**src/rtl/fsp_pkg.sv**
```systemverilog
package fsp_pkg;
    localparam int SECTOR_LINES  = 16;
    localparam int LINE_W        = $clog2(SECTOR_LINES);
    localparam int MIN_GROUP_LG  = 2;
    localparam int NUM_CAND      = LINE_W - MIN_GROUP_LG + 1;
    localparam int COST_W        = $clog2(2 * SECTOR_LINES + 1);
    localparam int SEL_W         = $clog2(NUM_CAND);

    typedef logic [SECTOR_LINES-1:0] fp_t;
    typedef logic [LINE_W-1:0]       line_t;
    typedef logic [COST_W-1:0]       cost_t;
    typedef logic [SEL_W-1:0]        sel_t;

    typedef enum logic [1:0] {
        ST_IDLE,
        ST_SCORE,
        ST_COMMIT
    } seq_state_t;

    function automatic fp_t group_mask(input int lg, input line_t line);
        fp_t m;
        for (int b = 0; b < SECTOR_LINES; b++)
            m[b] = ((b >> lg) == (int'(line) >> lg));
        return m;
    endfunction

    function automatic logic [LINE_W:0] bit_count(input fp_t v);
        logic [LINE_W:0] n;
        n = '0;
        for (int b = 0; b < SECTOR_LINES; b++)
            n = n + {{LINE_W{1'b0}}, v[b]};
        return n;
    endfunction
endpackage

```
**src/rtl/fsp_cost_calc.sv**
```systemverilog
module fsp_cost_calc
    import fsp_pkg::*;
(
    input  fp_t                              fp,
    input  line_t                            nom,
    output logic [NUM_CAND-1:0][COST_W-1:0]  cost
);
    for (genvar g = 0; g < NUM_CAND; g++) begin : g_cand
        fp_t             blk;
        logic [LINE_W:0] missed;
        logic [LINE_W:0] extra;
        always_comb begin
            blk     = group_mask(MIN_GROUP_LG + g, nom);
            missed  = bit_count(fp & ~blk);
            extra   = bit_count(~fp & blk);
            cost[g] = COST_W'(2 * int'(missed) + int'(extra));
        end
    end
endmodule

```
**src/rtl/fsp_meter_bank.sv**
```systemverilog
module fsp_meter_bank
    import fsp_pkg::*;
#(
    parameter int METER_W = 16
) (
    input  logic                              clk,
    input  logic                              rst_n,
    input  logic                              commit,
    input  logic [NUM_CAND-1:0][COST_W-1:0]   cost,
    output logic [NUM_CAND-1:0][METER_W-1:0]  meters
);
    logic [NUM_CAND-1:0][METER_W:0]   sum;
    logic [NUM_CAND-1:0][METER_W-1:0] nxt;
    logic                             any_wrap;

    always_comb begin
        any_wrap = 1'b0;
        for (int g = 0; g < NUM_CAND; g++) begin
            sum[g]   = {1'b0, meters[g]} + (METER_W+1)'(cost[g]);
            any_wrap = any_wrap | sum[g][METER_W];
        end
        for (int g = 0; g < NUM_CAND; g++)
            nxt[g] = any_wrap ? sum[g][METER_W:1] : sum[g][METER_W-1:0];
    end

    always_ff @(posedge clk) begin
        if (!rst_n)
            meters <= '0;
        else if (commit)
            meters <= nxt;
    end

    AST_METER_HOLD: assert property (@(posedge clk) disable iff (!rst_n)
        !commit |=> $stable(meters));

    for (genvar g = 0; g < NUM_CAND; g++) begin : g_chk
        AST_METER_GROWS: assert property (@(posedge clk) disable iff (!rst_n)
            commit && !any_wrap |=> meters[g] >= $past(meters[g]));
        AST_METER_HALVED: assert property (@(posedge clk) disable iff (!rst_n)
            commit && any_wrap |=> {1'b0, meters[g]} <=
                ({1'b0, $past(meters[g])} >> 1) + (METER_W+1)'(SECTOR_LINES));
    end
endmodule

```
**src/rtl/fsp_select.sv**
```systemverilog
module fsp_select
    import fsp_pkg::*;
#(
    parameter int METER_W = 16
) (
    input  logic [NUM_CAND-1:0][METER_W-1:0] meters,
    input  line_t                            line,
    output sel_t                             sel,
    output fp_t                              mask
);
    always_comb begin
        sel = '0;
        for (int g = 1; g < NUM_CAND; g++)
            if (meters[g] < meters[sel])
                sel = SEL_W'(g);
        mask = group_mask(MIN_GROUP_LG + int'(sel), line);
    end
endmodule

```
**src/rtl/fetch_size_predictor.sv**
```systemverilog
module fetch_size_predictor
    import fsp_pkg::*;
#(
    parameter int METER_W = 16
) (
    input  logic                     clk,
    input  logic                     rst_n,
    input  logic                     retire_valid,
    input  logic [SECTOR_LINES-1:0]  retire_fp,
    input  logic [LINE_W-1:0]        retire_nom,
    output logic                     retire_ready,
    input  logic                     req_valid,
    input  logic [LINE_W-1:0]        req_line,
    output logic                     fetch_valid,
    output logic [SECTOR_LINES-1:0]  fetch_mask
);
    seq_state_t state, state_nxt;
    fp_t        fp_q;
    line_t      nom_q;
    logic [NUM_CAND-1:0][COST_W-1:0]  cost_c, cost_q;
    logic [NUM_CAND-1:0][METER_W-1:0] meters;
    sel_t       sel;
    fp_t        mask_c;
    logic       take;

    assign retire_ready = (state == ST_IDLE);
    assign take         = retire_valid && retire_ready;

    always_comb begin
        state_nxt = state;
        unique case (state)
            ST_IDLE:   if (take) state_nxt = ST_SCORE;
            ST_SCORE:  state_nxt = ST_COMMIT;
            ST_COMMIT: state_nxt = ST_IDLE;
            default:   state_nxt = ST_IDLE;
        endcase
    end

    always_ff @(posedge clk) begin
        if (!rst_n) state <= ST_IDLE;
        else        state <= state_nxt;
    end

    always_ff @(posedge clk) begin
        if (!rst_n) begin
            fp_q        <= '0;
            nom_q       <= '0;
            cost_q      <= '0;
            fetch_valid <= 1'b0;
            fetch_mask  <= '0;
        end else begin
            if (take) begin
                fp_q  <= retire_fp;
                nom_q <= retire_nom;
            end
            if (state == ST_SCORE)
                cost_q <= cost_c;
            fetch_valid <= req_valid;
            if (req_valid)
                fetch_mask <= mask_c;
        end
    end

    fsp_cost_calc u_cost (
        .fp   (fp_q),
        .nom  (nom_q),
        .cost (cost_c)
    );

    fsp_meter_bank #(.METER_W(METER_W)) u_meters (
        .clk    (clk),
        .rst_n  (rst_n),
        .commit (state == ST_COMMIT),
        .cost   (cost_q),
        .meters (meters)
    );

    fsp_select #(.METER_W(METER_W)) u_sel (
        .meters (meters),
        .line   (req_line),
        .sel    (sel),
        .mask   (mask_c)
    );

    AST_BUSY_TWO_CYCLES: assert property (@(posedge clk) disable iff (!rst_n)
        retire_valid && retire_ready |=> !retire_ready ##1 !retire_ready);
    AST_REQ_ANSWERED: assert property (@(posedge clk) disable iff (!rst_n)
        req_valid |=> fetch_valid && fetch_mask[$past(req_line)]);
    AST_NO_SPURIOUS: assert property (@(posedge clk) disable iff (!rst_n)
        !req_valid |=> !fetch_valid);
    AST_MASK_WIDTH: assert property (@(posedge clk) disable iff (!rst_n)
        fetch_valid |-> ($countones(fetch_mask) == 4 || $countones(fetch_mask) == 8
                         || $countones(fetch_mask) == 16));
endmodule

```
**config.mk**
```make
export PLATFORM = sky130hd
export DESIGN_NAME = fetch_size_predictor
export DESIGN_NICKNAME = d
export VERILOG_FILES = /design/src/rtl/fsp_pkg.sv /design/src/rtl/fsp_cost_calc.sv /design/src/rtl/fsp_meter_bank.sv /design/src/rtl/fsp_select.sv /design/src/rtl/fetch_size_predictor.sv
export SDC_FILE = /design/constraint.sdc
export NUM_CORES = 1
export LEC_CHECK = 0
export ABC_AREA = 1
export BUFFER_PORTS_ARGS = -buffer_cell sky130_fd_sc_hd__buf_2
export CORE_AREA = 2 2 158 98
export DETAILED_ROUTE_END_ITERATION = 6
export DIE_AREA = 0 0 160 100
export GPL_TIMING_DRIVEN = 0
export PLACE_DENSITY = 0.84
export SLEW_MARGIN = 10
export SYNTH_ARGS = -nofsm -noshare
export SYNTH_HDL_FRONTEND = slang
export SYNTH_SLANG_ARGS = --single-unit
export TNS_END_PERCENT = 5
```
**constraint.sdc**
```tcl
create_clock -name clk -period 18.7 [get_ports clk]
set_input_delay 0.935 -clock clk [delete_from_list [all_inputs] [get_ports clk]]
set_output_delay 0.935 -clock clk [all_outputs]
set_load 0.02 [all_outputs]
```
Word-level counts from Yosys, hierarchy flattened

Index checks and enable logic that the tools add are counted.
Widths: inputs -> output; s select.

Shift-type cells: 17
Bitwise gates (word level): 9
Order comparisons: 3
Equal/unequal tests: 22
Reductions and logical operators: 4
Add/sub/neg operators: 81
Mux-type cells: 9

Operators by type and width:

| operator              | count |
|---|---|
| $eq 32x32->1          | 16 |
| $add 5x1->5           | 67 |
| $shr 4x32->32 const A | 8 |
| $shr 3x32->32 const A | 4 |
| $and 16x16->16        | 4 |
| $logic_not 32->1      | 2 |
| $mux 16               | 4 |
| $shr 1x32->32 const A | 2 |
| $shr 2x32->32 const A | 2 |
| $not 16->16           | 3 |
| $add 16x6->17         | 2 |
| $bmux 16 s2           | 1 |
| $lt 16x16->1          | 2 |
| $shr 4x32->32         | 1 |
| $add 16x5->17         | 1 |
| $add 6x5->6           | 2 |
| $add 1x1->2           | 5 |
| $add 4x1->5           | 1 |
| $add 3x1->4           | 1 |
| $eq 2x2->1 const A    | 2 |
| $mux 2                | 2 |
| $pmux 2 s2            | 1 |
| $add 2x1->3           | 1 |
| $add 2x2->3 const A   | 1 |
| 9 further kinds       | 10 |

Output and inout port bits: 18
Input port bits: 28
Register bits after elaboration: 104

Longest topological paths before layout

Word-level depth: 19
Mapped depth: 28
Gate-level depth less buffers: 26

Hierarchy

From an unflattened synthesis, not the netlist that was laid out.

Cells, all modules: 1493
Area, all modules: 9975.8 µm²

By module, submodules not included:

| module               | cells each | area an instance (µm²) | times used |
|---|---|---|---|
| fsp_meter_bank       | 716        | 4242.8                 | 1 |
| fsp_cost_calc        | 311        | 2499.9                 | 1 |
| fetch_size_predictor | 291        | 2148.3                 | 1 |
| fsp_select           | 175        | 1084.8                 | 1 |

Least setup slack after synthesis

No wires, ideal clock.

Path kind: register to register
From: reg nom_q[3]
To: reg cost_q[11] (netlist bit)
Stages on the path, launching flop included: 27
Period minus slack after synthesis: 6.347 ns
Data arrival time: 6.230 ns
Slack: 12.353 ns
Path buffers: 2
Setup time: 0.117 ns
Cells stage by stage: dfxtp_1 clkbuf_1 clkbuf_1 nand2_1 inv_1 ha_1 inv_1 fa_1 fa_1 fa_1 inv_1 fa_1 fa_1 ha_1 inv_1 fa_1 fa_1 inv_1 ha_1 nand2_1 nor2_1 a211oi_1 o21bai_1 a21oi_1 nor2_1 o221ai_1 inv_1

Word-level cells in the longest chain between the ends: 19
Elaborated cells on any way between the ends: 35

Ends and longest elaborated chain:

| item                      | line                       | source |
|---|---|---|
| from (decl)               | fetch_size_predictor.sv:19 | `line_t nom_q;` |
| from (signal assigned)    | fetch_size_predictor.sv:54 | `nom_q <= retire_nom;` |
| $logic_not 32->1          | fsp_pkg.sv:23              | `m[b] = ((b >> lg) == (int'(line) >> lg));` |
| $not 16->16               | fsp_cost_calc.sv:14        | `missed = bit_count(fp & ~blk);` |
| $and 16x16->16            | fsp_cost_calc.sv:14        |  |
| $add 1x1->2               | fsp_pkg.sv:31              | `n = n + {{LINE_W{1'b0}}, v[b]};` |
| $add 5x1->5 (14 in a row) | fsp_pkg.sv:31              |  |
| $add 6x5->6 *             | fsp_cost_calc.sv:16        | `cost[g] = COST_W'(2 * int'(missed) + int'(extra));` |
| to (signal assigned)      | fetch_size_predictor.sv:57 | `cost_q <= cost_c;` |
| to (decl)                 | fetch_size_predictor.sv:20 | `logic [NUM_CAND-1:0][COST_W-1:0] cost_c, cost_q;` |

Every way passes the cells marked *; elsewhere a longest branch is shown, timed or not.
A chain may end at the register's enable or synchronous reset.

Worst setup path in the final report

Ends and elaborated chain as after synthesis.

==> impl_metrics.json <==
{
  "gp_congestion": 1.017,
  "rr_worst_depth": 26,
  "wl_per_cell_microns": 16.27,
  "cp_max_fo": 10,
  "intPower_mw": 0.5362,
  "finish.instance_area_sq_mm": 0.008772,
  "h-tree-depth": 3,
  "clockBufferDepth": 2,
  "firstDrtPassIters": 5,
  "worstMarginPinSlew_ps": 845.1,
  "grt_usage": 0.2865,
  "ys_types": 38,
  "rsz0062_at_grt": "false",
  "nets": 1306,
  "fmax_mhz": 142.0,
  "routed-wl-met3_microns": 3025,
  "crit_required_ps": 18940,
  "switching_share": 0.4152,
  "area_growth_syn_to_layout_pct": 10.06,
  "antenna_found_initial": 0,
  "status": "completed",
  "power.density_mw_per_mm2": 104.5,
  "first_global_vias": 7145,
  "critPathLaunchType": "register",
  "clock_power_share": 0.237,
  "drive_above_1_share": 0.08711,
  "maxCapViolations": 0,
  "postSynthCellCount": 1092,
  "tns_ps": 0,
  "clkTransAtPathRegs_ps": 70,
  "hp-class": "register to register",
  "overflow": 0,
  "syn-num-nets": 1255,
  "drt_iter0_markers": 899,
  "dp_hpwl_microns": 17480,
  "routed_via_density": 5.574,
  "tritoncts": "yes",
  "maxSlewHeadroom": 0.4345,
  "layout_commonest_cell": "nand2_1",
  "power_switching_mw": 0.3806,
  "clock_sinks": 90,
  "p_comb_frac": 0.527,
  "synthFlopType": "dfxtp_1",
  "fin_ws_ps": 11660,
  "drcViolationCount": 0,
  "crit_end": "cost_q[11]$_SDFFE_PN0N_",
  "cts_setup_buffers": 0,
  "diodes": 0,
  "cts_buffers": 9,
  "reg2reg_setup_slack_ps": 11660,
  "r2r-end": "cost_q[11]$_SDFFE_PN0N_",
  "start_util": 0.5385,
  "num_vias": 7530,
  "num-fill-cells": 1347,
  "core_area_sq_mm": 0.01480,
  "setup_viol": 0,
  "p_leak_nw": 4.162,
  "synth_edf_count": 0,
  "placed_cells": 1335,
  "peakVddDrop_uv": 87.99,
  "grt_start_max_net_pins": 17,
  "finalMaxSlewViolations": 0,
  "mostFrequentLayoutCells": "nand2_1, inv_1, a21oi_1",
  "die_y_microns": 100,
  "worstSetupPathType": "register to register",
  "critPathLaunch": "nom_q[3]$_SDFFE_PN0P_",
  "drt-met1-wl_microns": 10230,
  "wl_microns": 21990,
  "rr_startpoint": "nom_q[3]$_SDFFE_PN0P_",
  "die_area_sq_mm": 0.01600,
  "place_area_sq_mm": 0.008424,
  "seq_power_share": 0.235,
  "hold_buffers": 0,
  "holdWs_ps": 480.2,
  "worstPathArrival_ps": 7290,
  "ant_nets": 0,
  "grt_pass1_wl_microns": 36070,
  "fin_skew_ps": 11.15,
  "cp-end-kind": "register",
  "ys_seq_area_frac": 0.2261,
  "rows": 35,
  "hold_viol_final": 0,
  "ys_ff_latch": 90,
  "yosysWarnings": 4,
  "final.min_clock_period_ps": 7042,
  "async_flop_share": 0,
  "dp_slack_ps": 11750,
  "cts_resized": 0,
  "die_w_microns": 160,
  "synth_area_sq_mm": 0.007970,
  "io_buffers": 40,
  "top_layer": "met4",
  "stdcell_count": 1351,
  "wl_met2_microns": 8572,
  "synth.avg_cell_area_sq_um": 7.299,
  "root_buffer": "clkbuf_16",
  "clk_latency_ps": 350,
  "fin_crit_sh": 0.3766,
  "num_io_pins": 46
}
-- power groups by stage --
stage / registers, mW / clock network [mW] / logic, mW
2_1_floorplan: 0.216 / 0 / 0.367
3_3_place_gp: 0.219 / 0 / 0.455
3_5_place_dp: 0.219 / 0 / 0.474
4_1_cts: 0.215 / 0.216 / 0.484
5_1_grt: 0.217 / 0.226 / 0.556
6_report: 0.216 / 0.218 / 0.483
-- how the worst min path moves through the flow --
stage,from,to,depth (start not counted)
floorplan,cost_q[16]$_SDFFE_PN0N_,cost_q[16]$_SDFFE_PN0N_,2
finish,cost_q[16]$_SDFFE_PN0N_,cost_q[16]$_SDFFE_PN0N_,2
global placement,cost_q[16]$_SDFFE_PN0N_,cost_q[16]$_SDFFE_PN0N_,2
CTS,cost_q[16]$_SDFFE_PN0N_,cost_q[16]$_SDFFE_PN0N_,2
detailed placement,cost_q[16]$_SDFFE_PN0N_,cost_q[16]$_SDFFE_PN0N_,2
global route,cost_q[16]$_SDFFE_PN0N_,cost_q[16]$_SDFFE_PN0N_,2
-- state kept, by name, summed over array words and instances, names as in the netlist --
signal	count
u_meters.meters	48
nom_q	2
cost_q	17
fetch_valid	1
fetch_mask	4
state	2
fp_q	16
-- cell type report --
cell class	instances	area, sq um	area share
clock buffer	9	225.2	0.02567
inverter	153	574.3	0.06547
multi-input combinational	797	5320	0.6065
buffer	52	274.0	0.03124
sequential	90	1802	0.2054
clock inverter	7	122.6	0.01398
timing repair buffer	40	200.2	0.02282
tap	203	254.0	0.02895
-- critical path, stage by stage, from the launching register on --
cell and delay (ps):
dfxtp_1 320, clkbuf_1 290, clkbuf_1 380, nand2_1 110
inv_1 80, ha_1 220, inv_1 80, fa_1 410
fa_1 510, fa_1 560, inv_1 70, fa_1 500
fa_1 490, ha_1 290, inv_1 50, fa_1 510
fa_1 610, inv_1 60, ha_1 280, nand2_1 60
nor2_1 40, a211oi_1 300, o21bai_1 110, a21oi_1 300
nor2_1 80, o221ai_1 180, inv_1 50
-- metrics by stage --
stage,utilization,total power [mW]
final,0.5926,0.9168
after detailed placement,0.5691,0.6937
after CTS,0.5926,0.9154
after global placement,0.5691,0.6740
after global routing,0.5926,0.9985
after floorplan,-,0.5834
-- synth_stat cells, types with 2 or more instances --
cell type | number | area, sq um
a31oi_1 | 4 | 25.02
nand3_1 | 60 | 300.3
nand4_1 | 6 | 37.54
buf_2 | 9 | 45.04
fa_1 | 54 | 1081
clkbuf_1 | 28 | 105.1
a21o_1 | 2 | 15.01
o221ai_1 | 2 | 17.52
xnor2_1 | 17 | 148.9
a211oi_1 | 3 | 22.52
o21ai_2 | 3 | 26.28
ha_1 | 81 | 1013
nor2_4 | 2 | 22.52
nand2_1 | 270 | 1013
nor2_1 | 60 | 225.2
nand2_2 | 3 | 18.77
a21oi_1 | 108 | 540.5
o21ai_0 | 64 | 320.3
inv_1 | 148 | 555.5
xor2_1 | 35 | 306.5
o21bai_1 | 3 | 22.52
nor3_1 | 3 | 15.01
o211ai_1 | 6 | 45.04
dfxtp_1 | 90 | 1802
buf_4 | 12 | 90.09
buf_6 | 3 | 33.78
nand3_2 | 2 | 20.02
inv_2 | 4 | 15.01
-- layer usage --
layer | vias to the layer above | GRT usage
li1 | 3583 | -
met1 | 3516 | 0.4277
met2 | 417 | 0.4116
met3 | 14 | 0.08760
met4 | 0 | 0.04920
met5 | - | 0
-- cells by family after synthesis --
kind of cell	share of synthesized area
AOI/OAI and AO/OA	0.1339
adders and majority gates	0.2628
and+or+nand+nor	0.2137
xor gates and xnor gates	0.05714
DFF	0.2261
buffers and inverters	0.1064
Note: power is estimated with default switching activity, not from simulation.
